===== src/rtl/btb_pkg.sv =====
package btb_pkg;
  // Strobes the control logic hands to the datapath for one resolution.
  typedef struct packed {
    logic wrEn;       // record taken branch
    logic invEn;      // drop entry of not-taken branch
    logic redirEn;    // prediction was wrong
    logic redirTaken; // restart at target (1) or fall-through (0)
  } btbStrobe_t;
endpackage


===== src/rtl/btb_ctrl.sv =====
module btb_ctrl #(
  parameter int ADDR_W = 32
) (
  input  logic              resValid,
  input  logic              resTaken,
  input  logic              resPredTaken,
  input  logic [ADDR_W-1:0] resTarget,
  input  logic [ADDR_W-1:0] resPredTarget,
  input  logic              updHit,
  output btb_pkg::btbStrobe_t strobe
);
  logic dirWrong;
  logic tgtWrong;

  always_comb begin
    dirWrong = resTaken ^ resPredTaken;
    tgtWrong = resTaken & resPredTaken & (resTarget != resPredTarget);
    strobe.wrEn       = resValid & resTaken;
    strobe.invEn      = resValid & ~resTaken & updHit;
    strobe.redirEn    = resValid & (dirWrong | tgtWrong);
    strobe.redirTaken = resTaken;
  end
endmodule


===== src/rtl/btb_datapath.sv =====
module btb_datapath #(
  parameter int ADDR_W     = 32,
  parameter int ENTRIES    = 16,
  parameter int INST_BYTES = 4
) (
  input  logic              clk,
  input  logic              rstN,
  input  logic [ADDR_W-1:0] fetchPc,
  input  logic [ADDR_W-1:0] resPc,
  input  logic [ADDR_W-1:0] resTarget,
  input  btb_pkg::btbStrobe_t strobe,
  output logic              updHit,
  output logic [ADDR_W-1:0] nextPc,
  output logic              predTaken,
  output logic              redirect,
  output logic [ADDR_W-1:0] redirectPc
);
  localparam int OFF_W = $clog2(INST_BYTES);
  localparam int IDX_W = $clog2(ENTRIES);
  localparam int TAG_W = ADDR_W - IDX_W - OFF_W;
  localparam logic [ADDR_W-1:0] STEP = ADDR_W'(INST_BYTES);

  logic              tblValid  [ENTRIES];
  logic [TAG_W-1:0]  tblTag    [ENTRIES];
  logic [ADDR_W-1:0] tblTarget [ENTRIES];

  logic [IDX_W-1:0] fIdx, uIdx;
  logic [TAG_W-1:0] fTag, uTag;

  assign fIdx = fetchPc[OFF_W +: IDX_W];
  assign fTag = fetchPc[ADDR_W-1 -: TAG_W];
  assign uIdx = resPc[OFF_W +: IDX_W];
  assign uTag = resPc[ADDR_W-1 -: TAG_W];

  // Lookup reads the registered contents, so a same-cycle update is not seen.
  always_comb begin
    predTaken = tblValid[fIdx] && (tblTag[fIdx] == fTag);
    nextPc    = predTaken ? tblTarget[fIdx] : fetchPc + STEP;
    updHit    = tblValid[uIdx] && (tblTag[uIdx] == uTag);
  end

  for (genvar e = 0; e < ENTRIES; e++) begin : g_entry
    logic sel;
    assign sel = (uIdx == IDX_W'(e));

    always_ff @(posedge clk or negedge rstN) begin
      if (!rstN)                    tblValid[e] <= 1'b0;
      else if (sel && strobe.wrEn)  tblValid[e] <= 1'b1;
      else if (sel && strobe.invEn) tblValid[e] <= 1'b0;
    end

    always_ff @(posedge clk) begin
      if (sel && strobe.wrEn) begin
        tblTag[e]    <= uTag;
        tblTarget[e] <= resTarget;
      end
    end
  end

  always_ff @(posedge clk or negedge rstN) begin
    if (!rstN) begin
      redirect   <= 1'b0;
      redirectPc <= '0;
    end else begin
      redirect   <= strobe.redirEn;
      redirectPc <= strobe.redirTaken ? resTarget : resPc + STEP;
    end
  end

  // a recorded branch is resident with its tag on the next cycle
  assert_write_lands_R4: assert property (@(posedge clk) disable iff (!rstN)
    strobe.wrEn |=> (tblValid[$past(uIdx)] && tblTag[$past(uIdx)] == $past(uTag)));

  // an invalidated entry is gone on the next cycle
  assert_invalidate_clears_R6: assert property (@(posedge clk) disable iff (!rstN)
    strobe.invEn |=> !tblValid[$past(uIdx)]);
endmodule


===== src/rtl/btb_predictor.sv =====
module btb_predictor #(
  parameter int ADDR_W     = 32,
  parameter int ENTRIES    = 16,
  parameter int INST_BYTES = 4
) (
  input  logic              clk,
  input  logic              rstN,
  input  logic [ADDR_W-1:0] fetchPc,
  output logic [ADDR_W-1:0] nextPc,
  output logic              predTaken,
  input  logic              resValid,
  input  logic [ADDR_W-1:0] resPc,
  input  logic [ADDR_W-1:0] resTarget,
  input  logic              resTaken,
  input  logic              resPredTaken,
  input  logic [ADDR_W-1:0] resPredTarget,
  output logic              redirect,
  output logic [ADDR_W-1:0] redirectPc
);
  btb_pkg::btbStrobe_t strobe;
  logic updHit;

  btb_ctrl #(.ADDR_W(ADDR_W)) u_ctrl (
    .resValid(resValid), .resTaken(resTaken), .resPredTaken(resPredTaken),
    .resTarget(resTarget), .resPredTarget(resPredTarget),
    .updHit(updHit), .strobe(strobe)
  );

  btb_datapath #(.ADDR_W(ADDR_W), .ENTRIES(ENTRIES), .INST_BYTES(INST_BYTES)) u_dp (
    .clk(clk), .rstN(rstN), .fetchPc(fetchPc), .resPc(resPc),
    .resTarget(resTarget), .strobe(strobe), .updHit(updHit),
    .nextPc(nextPc), .predTaken(predTaken),
    .redirect(redirect), .redirectPc(redirectPc)
  );

  // a redirect only ever follows a resolution
  assert_redirect_follows_res_R8: assert property (@(posedge clk) disable iff (!rstN)
    redirect |-> $past(resValid));

  // a correct prediction never redirects
  assert_no_redirect_on_hit_R9: assert property (@(posedge clk) disable iff (!rstN)
    (resValid && resTaken == resPredTaken && (!resTaken || resTarget == resPredTarget))
      |=> !redirect);
endmodule


===== config.mk =====
export PLATFORM = sky130hd
export DESIGN_NAME = btb_predictor
export DESIGN_NICKNAME = d
export VERILOG_FILES = /design/src/rtl/btb_pkg.sv /design/src/rtl/btb_ctrl.sv /design/src/rtl/btb_datapath.sv /design/src/rtl/btb_predictor.sv
export SDC_FILE = /design/constraint.sdc
export NUM_CORES = 1
export LEC_CHECK = 0
export BUFFER_PORTS_ARGS = -buffer_cell sky130_fd_sc_hd__buf_2
export CORE_MARGIN = 10
export CORE_UTILIZATION = 60
export DETAILED_ROUTE_END_ITERATION = 12
export GPL_TIMING_DRIVEN = 1
export PLACE_DENSITY = 0.78
export SYNTH_ARGS = -nofsm -noshare
export SYNTH_HDL_FRONTEND = slang
export SYNTH_HIERARCHICAL = 1
export SYNTH_SLANG_ARGS = --single-unit

===== constraint.sdc =====
create_clock -name clk -period 10.3 [get_ports clk]
set_clock_uncertainty 0.1 [all_clocks]
set_input_delay 1.545 -clock clk [delete_from_list [all_inputs] [get_ports clk]]
set_output_delay 1.545 -clock clk [all_outputs]
set_load 0.005 [all_outputs]

==> flow_summary.yaml, run 1 <==
layout:
  final_util_pct: 68.1
  drive_gt1_share_pct: 35.1
  final_common_cell: "edfxtp_1"
  final_cell_mix: "928 x edfxtp_1, 391 x mux4_2, 192 x buf_2"
  nets: 2490
  multi_input_area_um2: 13500
  regArea_um2: 29100
  fillers: 4361
  area_delta_synth_final_pct: 12.6
  final_cell_area_um2: 48700
worst_setup_path:
  cp-startpoint: "fetchPc[4]"
  endpoint_kind: "primary output"
  cp_cell_sequence: "buf_6 -> buf_4 -> mux4_2 -> mux2i_1 -> o22ai_1 -> a221o_1 -> o21ai_0 -> nand4_1 -> or4_2 -> buf_4 -> mux2_4 -> buf_2"
  crit_path_start_kind: "primary input"
  cpMostUsedCell: "buf_4"
  path_class: "in -> out"
  cp.required_ns: 8.66
  reg2reg_from: "u_dp/tblTag[12][24]$_DFFE_PP_"
  cp-endpoint: "nextPc[7]"
  reg2reg_to: "u_dp/tblValid[7]$_DFFE_PN0P_"
  reg2reg_depth: 10
  slowest_delay_ns: 0.81
  reg2reg_slack_ns: 5.66
  path_max_fanout: 40
  arrival_ns: 6.24
  crit_path_top_delay_cell: "or4_2"
cts:
  cts_root_buf: "clkbuf_16"
  clk_pin_slew_ns: 0.06
  cts_hold_buf: 0
  cts_max_level: 3
  cts_tree: "built"
  postCtsSetupRepairBufs: 0
  clk_path_buf_depth: 3
  cts-resized-gates: 0
  cts_inserted_buffers: 97
  worstSkewPairLatency_ns: 0.67
  cts.sinks: 977
yosys:
  yosysTopAreaCell: "edfxtp_1"
  postSynthAreaPerCell_um2: 20.2
  synth_fp_nets: 2279
  synthTopCellsByArea: "edfxtp_1 64%, mux4_2 20%, dfrtp_1 2.8%"
  async_reset_ff_share_pct: 5.02
  syn-instance-count: 2140
  synth_cell_types: 69
  synth_top_flop_cell: "edfxtp_1"
  synth_edf_count: 928
  ys_warn_count: 6
  netlist_area_um2: 43200
  ys_seq_area_share_pct: 67.3
  synth-seq-cells: 977
  yosysTopAreaCellShare_pct: 64.4
placement:
  port_buffers: 198
  placed_cell_area_um2: 45200
  hpwl_um: 74500
  gp_routability_congestion: 0.926
timing:
  fin_crit_sh_pct: 76.6
  slew_headroom_pct: 2.21
  worst_slew_pin_slew_ns: 1.47
  holdWs_ns: 0.441
  period_needed_ns: 7.89
  tns_ns: 0
  maxSlewViolCount: 0
  setup_violations: 0
  finalHoldViolCount: 0
  max_freq_mhz: 127
  rsz0062_at_grt: "false"
floorplanning:
  core_area_um2: 71500
  pin_count: 199
  num_rows: 98
  die_w_um: 288
  die_area_um2: 83200
  start_util_pct: 60.5
  die_y_um: 288
route:
  route.detailed.drc: 0
  viasPerCell: 7.28
  first_pass_iters: 7
  vias: 24732
  wl_per_cell_um: 36.9
  drt_wl_total_um: 125000
  drtIter0Drc: 3625
  ant_nets: 0
global_route:
  grt_pass1_vias: 25095
  track_usage_pct: 30.5
  grt_pass1_wl_um: 180000
  grt_max_degree: 79
  antenna_found_initial: 17
  grt_overflow: 0
pwr:
  vdd_ir_drop_max_v: 0.000181
  leakagePower_uw: 0.0160
  pwr-share-clk_pct: 42.0
  power_density_nw_per_um2: 183
  swShare_pct: 22.2
  switchingPower_uw: 1990
  p_seq_share_pct: 49.8
  p_int_uw: 6940
  p_comb_share_pct: 8.1
min_path:
  hold_class: "reg -> reg"
outcome:
  outcome: "finished clean"
job:
  cap_violations: 0
-- worst min-delay path by stage --
stage	slack [ns]	startpoint	cells after the start	endpoint
floorplan	0.36	u_dp/tblValid[0]$_DFFE_PN0P_	1	u_dp/tblValid[0]$_DFFE_PN0P_
global placement	0.41	u_dp/tblValid[9]$_DFFE_PN0P_	2	u_dp/tblValid[9]$_DFFE_PN0P_
detailed placement	0.43	u_dp/tblValid[0]$_DFFE_PN0P_	1	u_dp/tblValid[0]$_DFFE_PN0P_
CTS	0.44	u_dp/tblValid[0]$_DFFE_PN0P_	1	u_dp/tblValid[0]$_DFFE_PN0P_
global route	0.45	u_dp/tblValid[0]$_DFFE_PN0P_	1	u_dp/tblValid[0]$_DFFE_PN0P_
finish	0.44	u_dp/tblValid[0]$_DFFE_PN0P_	1	u_dp/tblValid[0]$_DFFE_PN0P_
-- flip-flops by register name, summed over array words and instances, names as in the netlist --
name             count
u_dp/tblTarget     512
u_dp/redirect        1
u_dp/tblValid       16
u_dp/tblTag        416
u_dp/redirectPc     32
-- cell type report --
type                       instances  share of cell area, %
sequential                       977                   59.8
antenna                           11                 0.0566
multi-input combinational       1011                   27.7
tap                              950                   2.44
timing repair buffer             246                   2.85
clock buffer                     123                   5.33
clock inverter                    60                   1.68
inverter                          18                  0.139
-- power groups by stage --
| stage | sequential, µW | combinational [µW] | clock (µW) |
|---|---|---|---|
| CTS | 4450 | 716 | 3780 |
| finish | 4450 | 725 | 3750 |
| floorplan | 4520 | 424 | 0 |
| global placement | 4520 | 698 | 0 |
| global route | 4450 | 760 | 3940 |
| detailed placement | 4530 | 709 | 0 |
-- worst max-delay path, delay by kind of cell --
kind	cells	cell delay [ns]
mux	3	1.25
simple gates	2	0.94
buf+inv	4	1.63
compound gates	3	0.70
-- cells in the mapped netlist (all sizes together) (4+ instances only) --
cell and count:
mux2 42, a21oi 9, o21ai 74, ha 6, xnor2 74, buf 80, dfrtp 49, nand2b 8
nand4 20, nand3 23, nor4b 6, nor3 12, nor2 57, a221oi 4, mux2i 55, a22oi 7
clkbuf 54, o221ai 4, o211ai 5, inv 18, nor4 10, a22o 4, mux4 394, xor2 59
and3 8, nand2 71, edfxtp 928, and4 4
-- routing by layer --
layer  GRT usage [%]  vias to the layer above  share of wire [%]  wire length (µm)
met3            8.21                      306                 13             16700
met4            12.0                       10                3.9              4870
met5               0                        -              0.051                64
li1                -                     9410                  -                 -
met1            41.7                    12906                 35             44400
met2            46.7                     2100                 47             59200
-- metrics by stage --
stage / cells / worst slack, ns / power, µW
after global routing: 3389 / 2.12 / 9160
final: 3396 / 2.41 / 8930
after floorplan: 2140 / 4.14 / 4950
after global placement: 3202 / 2.48 / 5220
after CTS: 3385 / 2.38 / 8950
after detailed placement: 3202 / 2.44 / 5240
-- cell families after synthesis --
kind of cell | count (synthesis) | synth area share (%)
AO/OA/AOI/OAI | 137 | 2.06
XOR/XNOR | 133 | 2.69
adder cells (fa/ha/maj) | 6 | 0.174
buffers and inverters | 152 | 1.80
flip-flops | 977 | 67.3
multiplexers | 491 | 23.2
AND/OR/NAND/NOR | 244 | 2.82
No activity file was read; power rests on OpenSTA's default activity.
==> inputs of run 2 (changes only) <==
CORE_UTILIZATION = 56   (was 60)
PLACE_DENSITY = 0.77   (was 0.78)
clock period = 6.44 ns   (was 10.3 ns; I/O delays follow)
==> run 2 against run 1 <==
  * Sequential power is 60% higher
  * Worst setup slack worse by 2.3 ns
  * Sequential share of layout area is 0.17 points lower
  * Clock power rose by 51%
  * Non-clock buffer count grew 10
  * Cell count increased by 2.3%
  * Critical path depth shrank 1
  * First-iteration DRC count is 0.88% higher
  * Utilization shrank 4.0 points
  * Final area is 0.29% higher
==> flow_summary.yaml, run 2 (synthesis gave the netlist of run 1 again) <==
worst_setup_path:
  slowest_delay_ns: 0.56
  endpoint_kind: "primary output"
  path_max_fanout: 44
  critPathBufInv: 3
  path_class: "in -> out"
  cp.required_ns: 5.37
  cp_cell_sequence: "buf_6 -> buf_4 -> and4_1 -> nor3b_2 -> and4_1 -> nand2b_1 -> nor2_1 -> nand3_1 -> xnor2_2 -> mux2_2 -> buf_2"
  crit_path_top_delay_cell: "buf_4"
  crit_path_start_kind: "primary input"
  crit_family: "simple AND/OR/NAND/NOR gates"
  cpMostUsedCell: "and4_1"
  arrival_ns: 5.26
placement:
  gp_routability_congestion: 0.940
  hpwl_um: 75100
  port_buffers: 198
  placed_cell_area_um2: 45600
  preCtsSetupSlack_ns: -0.475
cts:
  cts_root_buf: "clkbuf_16"
  cts_max_level: 3
  cts_tree: "built"
  cts.sinks: 977
  worstSkewPairLatency_ns: 0.67
  postCtsSetupRepairBufs: 0
  cts_hold_buf: 0
  cts_inserted_buffers: 96
  clk_path_buf_depth: 3
  clk_pin_slew_ns: 0.06
layout:
  drive_gt1_share_pct: 35.5
  largest_reg_flops: 512
  final_common_cell: "edfxtp_1"
  final_cell_mix: "928 x edfxtp_1, 391 x mux4_2, 192 x buf_2"
  area_delta_synth_final_pct: 12.9
  final_cell_area_um2: 48800
  reg.largest.list: "u_dp/tblTarget: 512 flops, u_dp/tblTag: 416 flops, u_dp/redirectPc: 32 flops"
  nets: 2499
  top_register: "u_dp/tblTarget"
job:
  cap_violations: 0
pwr:
  p_seq_share_pct: 51.0
  pwr-share-clk_pct: 40.7
  vdd_ir_drop_max_v: 0.000330
  leakagePower_uw: 0.0160
  swShare_pct: 22.7
  switchingPower_uw: 3170
  power_density_nw_per_um2: 286
  p_comb_share_pct: 8.3
  p_int_uw: 10800
global_route:
  grt_max_degree: 95
  grt_pass1_wl_um: 176000
  antenna_found_initial: 12
  track_usage_pct: 27.4
  grt_pass1_vias: 24493
  grt_overflow: 0
min_path:
  hold_class: "in -> async"
route:
  drt_wl_total_um: 123000
  wl_per_cell_um: 35.3
  route.detailed.drc: 0
  drtIter0Drc: 3657
  first_pass_iters: 7
  vias: 24319
  ant_nets: 0
  viasPerCell: 7.00
outcome:
  outcome: "finished clean"
floorplanning:
  pin_count: 199
  start_util_pct: 56.7
  die_w_um: 298
  core_area_um2: 76200
  die_y_um: 298
  num_rows: 101
  die_area_um2: 88700
timing:
  finalHoldViolCount: 0
  period_needed_ns: 6.32
  tns_ns: 0
  maxSlewViolCount: 0
  setup_violations: 0
  worst_slew_pin_slew_ns: 1.09
  fin_crit_sh_pct: 98.2
  slew_headroom_pct: 27.3
  max_freq_mhz: 158
  setup_ws_ns: 0.116
  rsz0062_at_grt: "false"
-- run 2: repair_timing --
item / 4_1_cts / 5_1_grt
setup endpoints to repair: 2 / 1
resized for setup: 4 / 1
gates cloned: 0 / 0
pin swaps: 0 / 0
-- run 2: final cells by class --
type | count | area [µm²]
Tap cell | 1030 | 1290
Clock inverter | 68 | 727
Clock buffer | 111 | 2480
Antenna cell | 4 | 10.0
Inverter | 18 | 67.6
Sequential cell | 977 | 29100
Multi-Input combinational cell | 1011 | 13500
Timing Repair Buffer | 256 | 1630
Fill cell | 4990 | 27400
-- run 2: power by group through the flow --
stage / combinational, µW / sequential [µW] / clock (µW)
after detailed placement: 1140 / 7250 / 0
after floorplan: 679 / 7230 / 0
after global routing: 1220 / 7120 / 6000
after global placement: 1120 / 7240 / 0
after CTS: 1150 / 7120 / 5730
final: 1160 / 7120 / 5680
-- run 2: metrics by stage --
stage,hold slack (ns),util [%],total power [µW],cells
5_1_grt,0.381,64.1,14300,3475
3_5_place_dp,0.425,59.8,8390,3292
4_1_cts,0.338,64.0,14000,3471
2_1_floorplan,0.362,-,7910,2140
3_3_place_gp,0.402,59.8,8360,3292
6_report,0.332,64.1,14000,3475
-- run 2: path summary, 6_finish.rpt --
path	slack, ns	depth (start not counted)	startpoint	to
worst max-delay path	0.12	11	fetchPc[4]	nextPc[31]
worst min-delay path	0.33	2	rstN	u_dp/redirectPc[0]$_DFF_PN0_
worst max register to register	2.51	11	u_dp/tblTag[14][20]$_DFFE_PP_	u_dp/tblValid[6]$_DFFE_PN0P_
worst min register to register	0.45	2	u_dp/tblValid[7]$_DFFE_PN0P_	u_dp/tblValid[7]$_DFFE_PN0P_
max in group asynchronous	5.39	2	rstN	u_dp/tblValid[0]$_DFFE_PN0P_
min in group clk	0.43	2	resPc[1]	u_dp/redirectPc[1]$_DFF_PN0_
-- run 2: worst reg2reg max path: stages (launching register included) --
cell,delay [ns]
edfxtp_1,0.41
mux4_2,0.49
mux4_2,0.51
xnor2_1,0.35
nand4_1,0.14
or4_1,0.60
nor4_1,0.24
buf_4,0.20
and3b_1,0.28
nand2_1,0.15
o21ai_0,0.16
o21ai_0,0.12
-- run 2: per-layer routing --
metal | track usage [%] | vias up | wire length [µm]
li1 | - | 9425 | -
met1 | 37.5 | 12693 | 43900
met2 | 42.8 | 1944 | 58600
met3 | 6.99 | 247 | 15800
met4 | 9.48 | 10 | 4230
met5 | 0 | - | 67
